--- config.mk ---
export PLATFORM = sky130hd
export DESIGN_NAME = mclk_ratio_monitor
export DESIGN_NICKNAME = d
export VERILOG_FILES = /design/src/rtl/crd_pkg.sv /design/src/rtl/crd_sync.sv /design/src/rtl/crd_startup.sv /design/src/rtl/crd_classify.sv /design/src/rtl/crd_phase.sv /design/src/rtl/mclk_ratio_monitor.sv
export SDC_FILE = /design/constraint.sdc
export NUM_CORES = 1
export LEC_CHECK = 0
export ABC_AREA = 1
export BUFFER_PORTS_ARGS = -buffer_cell sky130_fd_sc_hd__buf_2
export CAP_MARGIN = 25
export CORE_MARGIN = 3
export CORE_UTILIZATION = 44
export CTS_BUF_LIST = sky130_fd_sc_hd__clkbuf_2 sky130_fd_sc_hd__clkbuf_4 sky130_fd_sc_hd__clkbuf_8
export DETAILED_ROUTE_END_ITERATION = 10
export PLACE_DENSITY = 0.68
export SLEW_MARGIN = 25
export SYNTH_ARGS = -nofsm -noshare
export SYNTH_HDL_FRONTEND = slang
export SYNTH_HIERARCHICAL = 1
export SYNTH_SLANG_ARGS = --single-unit
--- constraint.sdc ---
create_clock -name mclk_i -period 2.7 [get_ports mclk_i]
set_input_delay 0.135 -clock mclk_i [delete_from_list [all_inputs] [get_ports mclk_i]]
set_output_delay 0.135 -clock mclk_i [all_outputs]
set_load 0.02 [all_outputs]
--- src/rtl/crd_pkg.sv ---
package crd_pkg;
   localparam int unsigned NUM_RATIOS = 6;
   localparam int unsigned CODE_W     = 3;

   typedef logic [CODE_W-1:0] ratio_code_t;

   // Ratio for a code: even codes are powers of two times the base,
   // odd codes are one and a half times the even code below them.
   function automatic int unsigned ratio_of(input int unsigned base, input ratio_code_t code);
      int unsigned r;
      r = base << (code >> 1);
      if (code[0]) r = r + (r >> 1);
      return r;
   endfunction
endpackage

--- src/rtl/crd_sync.sv ---
module crd_sync #(
   parameter int unsigned STAGES = 2,
   parameter int unsigned W      = 1
) (
   input  logic         clk_i,
   input  logic         rst_ni,
   input  logic [W-1:0] d_i,
   output logic [W-1:0] q_o
);
   logic [W-1:0] stg_q [STAGES];

   always_ff @(posedge clk_i or negedge rst_ni) begin
      if (!rst_ni) begin
         for (int s = 0; s < STAGES; s++) stg_q[s] <= '0;
      end else begin
         stg_q[0] <= d_i;
         for (int s = 1; s < STAGES; s++) stg_q[s] <= stg_q[s-1];
      end
   end

   assign q_o = stg_q[STAGES-1];
endmodule

--- src/rtl/crd_startup.sv ---
module crd_startup #(
   parameter int unsigned RELEASE_DLY = 4,
   parameter int unsigned MUTE_CYCLES = 8192
) (
   input  logic clk_i,
   input  logic rst_ni,
   output logic int_rst_no,
   output logic mute_o
);
   localparam int unsigned MW = $clog2(MUTE_CYCLES + 1);

   if (RELEASE_DLY == 1) begin : g_rel_single
      logic rel_q;
      always_ff @(posedge clk_i or negedge rst_ni)
         if (!rst_ni) rel_q <= 1'b0;
         else         rel_q <= 1'b1;
      assign int_rst_no = rel_q;
   end else begin : g_rel_chain
      logic [RELEASE_DLY-1:0] rel_q;
      always_ff @(posedge clk_i or negedge rst_ni)
         if (!rst_ni) rel_q <= '0;
         else         rel_q <= {rel_q[RELEASE_DLY-2:0], 1'b1};
      assign int_rst_no = rel_q[RELEASE_DLY-1];
   end

   logic [MW-1:0] mute_q;
   always_ff @(posedge clk_i or negedge rst_ni) begin
      if (!rst_ni)
         mute_q <= '0;
      else if (int_rst_no && (mute_q != MW'(MUTE_CYCLES)))
         mute_q <= mute_q + 1'b1;
   end

   assign mute_o = (mute_q != MW'(MUTE_CYCLES));
endmodule

--- src/rtl/crd_classify.sv ---
module crd_classify
   import crd_pkg::*;
#(
   parameter int unsigned BASE_RATIO = 128,
   parameter int unsigned TOL_DIV    = 50,
   parameter int unsigned PERIOD_SAT = 1536
) (
   input  logic        clk_i,
   input  logic        rst_ni,
   input  logic        edge_i,
   output logic        hit_o,
   output logic        align_o,
   output logic        locked_o,
   output ratio_code_t code_o
);
   localparam int unsigned PW = $clog2(PERIOD_SAT + 1);

   logic [PW-1:0]         per_q;
   logic                  seen_q;
   logic [NUM_RATIOS-1:0] hit_vec;
   ratio_code_t           mcode;

   // One window comparator per supported ratio.
   for (genvar k = 0; k < NUM_RATIOS; k++) begin : g_win
      localparam int unsigned R   = ratio_of(BASE_RATIO, CODE_W'(k));
      localparam int unsigned TOL = R / TOL_DIV;
      assign hit_vec[k] = (per_q >= PW'(R - TOL)) && (per_q <= PW'(R + TOL));
   end

   always_comb begin
      mcode = '0;
      for (int k = 0; k < NUM_RATIOS; k++)
         if (hit_vec[k]) mcode = CODE_W'(k);
   end

   logic sat, meas, mhit;
   assign sat  = (per_q == PW'(PERIOD_SAT)) && !edge_i;
   assign meas = (edge_i && seen_q) || sat;
   assign mhit = edge_i && seen_q && (|hit_vec);

   always_ff @(posedge clk_i or negedge rst_ni) begin
      if (!rst_ni) begin
         per_q  <= '0;
         seen_q <= 1'b0;
      end else if (edge_i) begin
         per_q  <= PW'(1);
         seen_q <= 1'b1;
      end else if (sat) begin
         per_q  <= '0;
         seen_q <= 1'b0;
      end else if (seen_q) begin
         per_q  <= per_q + 1'b1;
      end
   end

   logic        pv_q, lk_q;
   ratio_code_t pc_q, cur_q;
   logic        confirm;

   assign confirm = mhit && pv_q && (pc_q == mcode);
   assign align_o = confirm && (!lk_q || (cur_q != mcode));

   always_ff @(posedge clk_i or negedge rst_ni) begin
      if (!rst_ni) begin
         pv_q  <= 1'b0;
         pc_q  <= '0;
         lk_q  <= 1'b0;
         cur_q <= '0;
      end else if (meas) begin
         if (!mhit) begin
            pv_q <= 1'b0;
            lk_q <= 1'b0;
         end else begin
            pv_q <= 1'b1;
            pc_q <= mcode;
            if (align_o) begin
               lk_q  <= 1'b1;
               cur_q <= mcode;
            end
         end
      end
   end

   assign hit_o    = mhit;
   assign locked_o = lk_q;
   assign code_o   = cur_q;
endmodule

--- src/rtl/crd_phase.sv ---
module crd_phase
   import crd_pkg::*;
#(
   parameter int unsigned BASE_RATIO     = 128,
   parameter int unsigned BITS_PER_FRAME = 64,
   parameter int unsigned DRIFT_LIMIT    = 8
) (
   input  logic        clk_i,
   input  logic        rst_ni,
   input  logic        edge_i,
   input  logic        bit_rise_i,
   input  logic        locked_i,
   input  logic        hit_i,
   input  logic        align_i,
   input  ratio_code_t code_i,
   output logic        resync_o
);
   localparam int unsigned MAX_RATIO = ratio_of(BASE_RATIO, CODE_W'(NUM_RATIOS - 1));
   localparam int unsigned LW        = $clog2(MAX_RATIO);
   localparam int unsigned BW        = $clog2(BITS_PER_FRAME + 1);

   logic [LW-1:0] lcnt_q, last;
   logic [BW-1:0] bcnt_q, b_now, err;
   logic          bnd, resync_now, realign, resync_q;

   assign last       = LW'(ratio_of(BASE_RATIO, code_i) - 1);
   assign bnd        = (lcnt_q == '0);
   assign b_now      = bnd ? '0 : bcnt_q;
   assign err        = (b_now <= BW'(BITS_PER_FRAME / 2)) ? b_now : BW'(BITS_PER_FRAME) - b_now;
   assign resync_now = edge_i && locked_i && hit_i && !align_i && (err > BW'(DRIFT_LIMIT));
   assign realign    = align_i || resync_now;

   always_ff @(posedge clk_i or negedge rst_ni) begin
      if (!rst_ni) begin
         lcnt_q   <= '0;
         bcnt_q   <= '0;
         resync_q <= 1'b0;
      end else begin
         resync_q <= resync_now;
         if (realign)             lcnt_q <= LW'(1);
         else if (lcnt_q == last) lcnt_q <= '0;
         else                     lcnt_q <= lcnt_q + 1'b1;
         if (realign || bnd)
            bcnt_q <= bit_rise_i ? BW'(1) : '0;
         else if (bit_rise_i && (bcnt_q != BW'(BITS_PER_FRAME)))
            bcnt_q <= bcnt_q + 1'b1;
      end
   end

   assign resync_o = resync_q;
endmodule

--- src/rtl/mclk_ratio_monitor.sv ---
module mclk_ratio_monitor
   import crd_pkg::*;
#(
   parameter int unsigned BASE_RATIO     = 128,
   parameter int unsigned TOL_DIV        = 50,
   parameter int unsigned BITS_PER_FRAME = 64,
   parameter int unsigned DRIFT_LIMIT    = 8,
   parameter int unsigned RELEASE_DLY    = 4,
   parameter int unsigned MUTE_FRAMES    = 32,
   parameter int unsigned MUTE_RATIO     = 256,
   parameter int unsigned SYNC_STAGES    = 2
) (
   input  logic       mclk_i,
   input  logic       rst_ni,
   input  logic       frame_clk_i,
   input  logic       bit_clk_i,
   output logic [2:0] ratio_code_o,
   output logic       locked_o,
   output logic       resync_o,
   output logic       mute_o
);
   localparam int unsigned MAX_RATIO   = ratio_of(BASE_RATIO, CODE_W'(NUM_RATIOS - 1));
   localparam int unsigned PERIOD_SAT  = 2 * MAX_RATIO;
   localparam int unsigned MUTE_CYCLES = MUTE_FRAMES * MUTE_RATIO;

   if (SYNC_STAGES < 2) begin : g_chk_sync
      $error("SYNC_STAGES must be at least 2");
   end
   if (RELEASE_DLY < 1) begin : g_chk_rel
      $error("RELEASE_DLY must be at least 1");
   end
   if (2 * DRIFT_LIMIT >= BITS_PER_FRAME) begin : g_chk_drift
      $error("DRIFT_LIMIT must be below half a frame");
   end
   if ((BASE_RATIO % BITS_PER_FRAME) != 0) begin : g_chk_base
      $error("BASE_RATIO must be a multiple of BITS_PER_FRAME");
   end
   if (TOL_DIV < 8) begin : g_chk_tol
      $error("TOL_DIV too small: ratio windows would overlap");
   end

   logic int_rst_n;

   crd_startup #(
      .RELEASE_DLY (RELEASE_DLY),
      .MUTE_CYCLES (MUTE_CYCLES)
   ) u_startup (
      .clk_i      (mclk_i),
      .rst_ni     (rst_ni),
      .int_rst_no (int_rst_n),
      .mute_o     (mute_o)
   );

   logic [1:0] sync_q;
   crd_sync #(
      .STAGES (SYNC_STAGES),
      .W      (2)
   ) u_sync (
      .clk_i  (mclk_i),
      .rst_ni (int_rst_n),
      .d_i    ({frame_clk_i, bit_clk_i}),
      .q_o    (sync_q)
   );

   logic frm_prev_q, bit_prev_q, frm_edge, bit_rise;
   always_ff @(posedge mclk_i or negedge int_rst_n) begin
      if (!int_rst_n) begin
         frm_prev_q <= 1'b0;
         bit_prev_q <= 1'b0;
      end else begin
         frm_prev_q <= sync_q[1];
         bit_prev_q <= sync_q[0];
      end
   end
   assign frm_edge = sync_q[1] && !frm_prev_q;
   assign bit_rise = sync_q[0] && !bit_prev_q;

   logic        hit, align, locked;
   ratio_code_t code;

   crd_classify #(
      .BASE_RATIO (BASE_RATIO),
      .TOL_DIV    (TOL_DIV),
      .PERIOD_SAT (PERIOD_SAT)
   ) u_classify (
      .clk_i    (mclk_i),
      .rst_ni   (int_rst_n),
      .edge_i   (frm_edge),
      .hit_o    (hit),
      .align_o  (align),
      .locked_o (locked),
      .code_o   (code)
   );

   crd_phase #(
      .BASE_RATIO     (BASE_RATIO),
      .BITS_PER_FRAME (BITS_PER_FRAME),
      .DRIFT_LIMIT    (DRIFT_LIMIT)
   ) u_phase (
      .clk_i      (mclk_i),
      .rst_ni     (int_rst_n),
      .edge_i     (frm_edge),
      .bit_rise_i (bit_rise),
      .locked_i   (locked),
      .hit_i      (hit),
      .align_i    (align),
      .code_i     (code),
      .resync_o   (resync_o)
   );

   assign ratio_code_o = code;
   assign locked_o     = locked;
endmodule

==> impl_metrics.py <==
metrics = {
    "timing": {
        "rsz0062_at_grt": "false",
        "clock_skew_ps": 10.6,
        "fin_crit_ps": 2480,
        "relSlewSlack": 0.574,
        "setup_ws_ps": 225,
        "fmax_ghz": 0.404,
        "tightestPinTransition_ps": 634,
        "finalHoldViolCount": 0,
        "holdWs_ps": 256,
        "maxSlewViolCount": 0,
        "fin_crit_sh": 0.917,
        "setup_viol": 0,
        "tns_ps": 0,
    },
    "global_route": {
        "grt_pass1_wl_um": 14700,
        "grt_usage": 0.176,
        "grt_max_degree": 45,
        "antenna_found_initial": 0,
        "overflow": 0,
        "grt_pass1_vias": 3369,
    },
    "clock_tree": {
        "cts_tree": "built",
        "cts_root_buf": "clkbuf_8",
        "cts_sinks": 62,
        "post_cts_buffers": 0,
        "insertion_delay_ps": 330,
        "cts_inserted_buffers": 9,
        "clk_pin_slew_ps": 70,
        "cts_max_path_buffers": 2,
        "htreeDepth": 3,
    },
    "worst_setup_path": {
        "worstSetupPathType": "reg -> reg",
        "r2r-end": "u_phase/lcnt_q[5]$_DFF_PN0_",
        "r2r_setup_slack_ps": 220,
        "cpLargestDelayFamily": "simple AND/OR/NAND/NOR gates",
        "r2r_cells": 19,
        "crit_arrival_ps": 2690,
        "crit_path_start_kind": "register",
        "critPathLaunch": "u_classify/per_q[0]$_DFFE_PN0P_",
        "crit_cells": 19,
        "crit_buf_inv": 2,
        "worstPathMaxFanout": 7,
        "crit_end": "u_phase/lcnt_q[5]$_DFF_PN0_",
        "slowest_stage": "dfrtp_2",
        "crit_chain": "ha_1, nor2_1, nand2_1, nand2_1, nand2_1, nand3_4, nand2_2, nor2_2, nand2_2, nand3_2, nor2_4, nand3_4, inv_1, nor2_2, nand3_2, nand2_2, inv_2, nand2_4, nor2_1",
        "crit_path_max_incr_delay_ps": 440,
        "end_kind": "register",
        "critPathRequiredTime_ps": 2910,
        "r2r_start": "u_classify/per_q[0]$_DFFE_PN0P_",
    },
    "place": {
        "postPlaceCellArea_um2": 4160,
        "io_buffers": 9,
        "place_ws_ps": 158,
        "dp_hpwl_um": 6210,
        "routabilityCongestion": 0.916,
    },
    "yosys": {
        "netlist_area_um2": 4040,
        "ys_top_cells_by_area": "dfrtp_1 38%, nand2_1 16%, inv_1 6.7%, nor2_1 5.8%, nand3_1 4.7%",
        "synth_top_family_by_area": "simple AND/OR/NAND/NOR gates",
        "synth_seq_cells": 62,
        "synth_largest_area_cell": "dfrtp_1",
        "ys_types": 37,
        "synthXorXnorAreaFrac": 0.0325,
        "ys_warn_count": 6,
        "syn-num-nets": 578,
        "synthCells": 561,
        "synth_area_per_cell_um2": 7.20,
        "synth_compound_area_frac": 0.0604,
        "synth-adder-area-share": 0.0403,
        "muxShareOfSynthArea": 0,
        "synth_top_area_frac": 0.384,
        "synth_simple_gate_area_frac": 0.390,
        "seq_area_frac_synth": 0.384,
    },
    "drt": {
        "drtPass1Iterations": 5,
        "drtIter0Drc": 169,
        "wirelength_um": 8210,
        "drc_errors": 0,
        "wl_per_cell_um": 11.9,
        "antenna_left": 0,
        "vias": 3448,
        "via_per_inst": 5.00,
    },
    "cells_and_area": {
        "area_delta_synth_final_pct": 9.58,
        "design_area_um2": 4420,
        "diodes": 0,
        "final_cell_mix": "166 x nand2_1, 71 x inv_1, 60 x nor2_1",
        "layout_commonest_cell": "nand2_1",
        "final_nets": 593,
        "nFillCells": 846,
        "layout-drive-gt1-share": 0.146,
    },
    "floorplan": {
        "design.core.area_um2": 8810,
        "initial_core_util": 0.459,
        "design.die.area_um2": 10400,
        "num_rows": 34,
        "die_x_um": 102,
        "die_h_um": 102,
        "ios": 10,
    },
    "pwr": {
        "leakagePower_nw": 2.16,
        "powerDensity_nw_per_um2": 576,
        "ir_drop_v": 0.000505,
    },
    "job": {
        "drv_cap": 0,
    },
    "run_status": {
        "outcome": "finished clean",
    },
    "hold_path": {
        "hold_path.class": "in -> async",
    },
}
-- through the flow --
stage          utilization  instances  power, mW
6_report             0.502        689       2.55
5_1_grt              0.502        689       2.72
4_1_cts              0.499        689       2.57
3_5_place_dp         0.473        670       1.73
3_3_place_gp         0.473        670       1.72
2_1_floorplan            -        561       1.60
-- how the worst min path moves through the flow --
stage	startpoint	to	slack, ps	cells past startpoint
5_1_grt	rst_ni	u_startup/mute_q[11]$_DFFE_PN0P_	270	2
3_3_place_gp	rst_ni	u_startup/mute_q[12]$_DFFE_PN0P_	80	1
4_1_cts	rst_ni	u_startup/mute_q[12]$_DFFE_PN0P_	240	2
2_1_floorplan	rst_ni	u_startup/g_rel_chain.rel_q[0]$_DFF_PN0_	-160	0
6_report	rst_ni	u_startup/mute_q[11]$_DFFE_PN0P_	260	2
3_5_place_dp	rst_ni	u_startup/mute_q[12]$_DFFE_PN0P_	90	1
-- registers in the layout, summed over array words and instances (netlist names) --
signal,cells
u_sync/stg_q,2
u_phase/bcnt_q,7
u_startup/g_rel_chain.rel_q,4
u_phase/lcnt_q,10
u_classify/code_o,3
u_classify/per_q,11
u_classify/seen_q,1
u_classify/pc_q,3
u_classify/locked_o,1
u_classify/pv_q,1
u_startup/mute_q,14
frm_prev_q,1
u_sync/q_o,2
bit_prev_q,1
u_phase/resync_o,1
-- layer usage --
| layer | global-route usage | share of wire | routed length, µm | vias to the layer above |
|---|---|---|---|---|
| met1 | 0.215 | 0.45 | 3670 | 1593 |
| met2 | 0.306 | 0.50 | 4140 | 59 |
| met5 | 0 | 0 | 0 | - |
| li1 | - | - | - | 1789 |
| met4 | 0.0501 | 0.010 | 82 | 0 |
| met3 | 0.0461 | 0.039 | 318 | 7 |
-- power breakdown --
| group | total (mW) | switching, mW | leakage, nW | internal, mW |
|---|---|---|---|---|
| clock network | 0.811 | 0.342 | 0.103 | 0.469 |
| registers | 1.19 | 0.156 | 0.800 | 1.03 |
| logic | 0.548 | 0.351 | 1.26 | 0.197 |
-- final cells by class --
cell class,instances,area [µm²],share of cell area
Sequential cell,62,1560,0.352
Multi-Input combinational cell,409,2140,0.485
Clock inverter,4,47.5,0.0107
Clock buffer,12,153,0.0345
Timing Repair Buffer,13,82.6,0.0187
Tap cell,108,135,0.0305
Inverter,81,304,0.0687
-- Yosys cell counts --
master      n
nor3b_1     2
dfrtp_1    62
nand3_4     1
nand3_1    38
o21bai_1    1
nand4_1    13
nor2_4      3
o21ai_2     1
nor3_4      1
a21oi_4     1
ha_1       13
o21ai_1     3
nor3_1     14
nand2_2     7
clkbuf_8    1
nand3b_1    4
nand3_2     9
nand2_1   167
nor2_1     62
nor2_2      8
a21oi_2     2
xnor2_1     5
nor4_1      1
o21ai_0    19
a21oi_1    14
buf_4       2
nor3_2      2
nand2_4     4
a211oi_1    1
buf_6       1
xor2_1     10
conb_1      1
inv_1      72
buf_2       5
inv_2       9
or2_2       1
a31oi_1     1
-- what timing repair did --
action / CTS / global route
endpoints found under the hold margin: 20 / 0
hold buffers: 3 / 0
resized for setup: 0 / 11
setup endpoints to repair: 0 / 15
-- logic make-up after synthesis --
logic type                 Yosys count
adders and majority gates           13
buffers and inverters               90
AOI/OAI and AO/OA                   43
xor gates and xnor gates            15
DFF                                 62
other                                1
and+or+nand+nor                    337
-- worst register-to-register path, stage by stage, from the launching register on --
cell	delay, ps
dfrtp_2	440
ha_1	250
nor2_1	140
nand2_1	80
nand2_1	70
nand2_1	80
nand3_4	120
nand2_2	100
nor2_2	180
nand2_2	70
nand3_2	90
nor2_4	50
nand3_4	80
inv_1	70
nor2_2	150
nand3_2	110
nand2_2	90
inv_2	50
nand2_4	80
nor2_1	50
No activity file was read; power rests on OpenSTA's default activity.
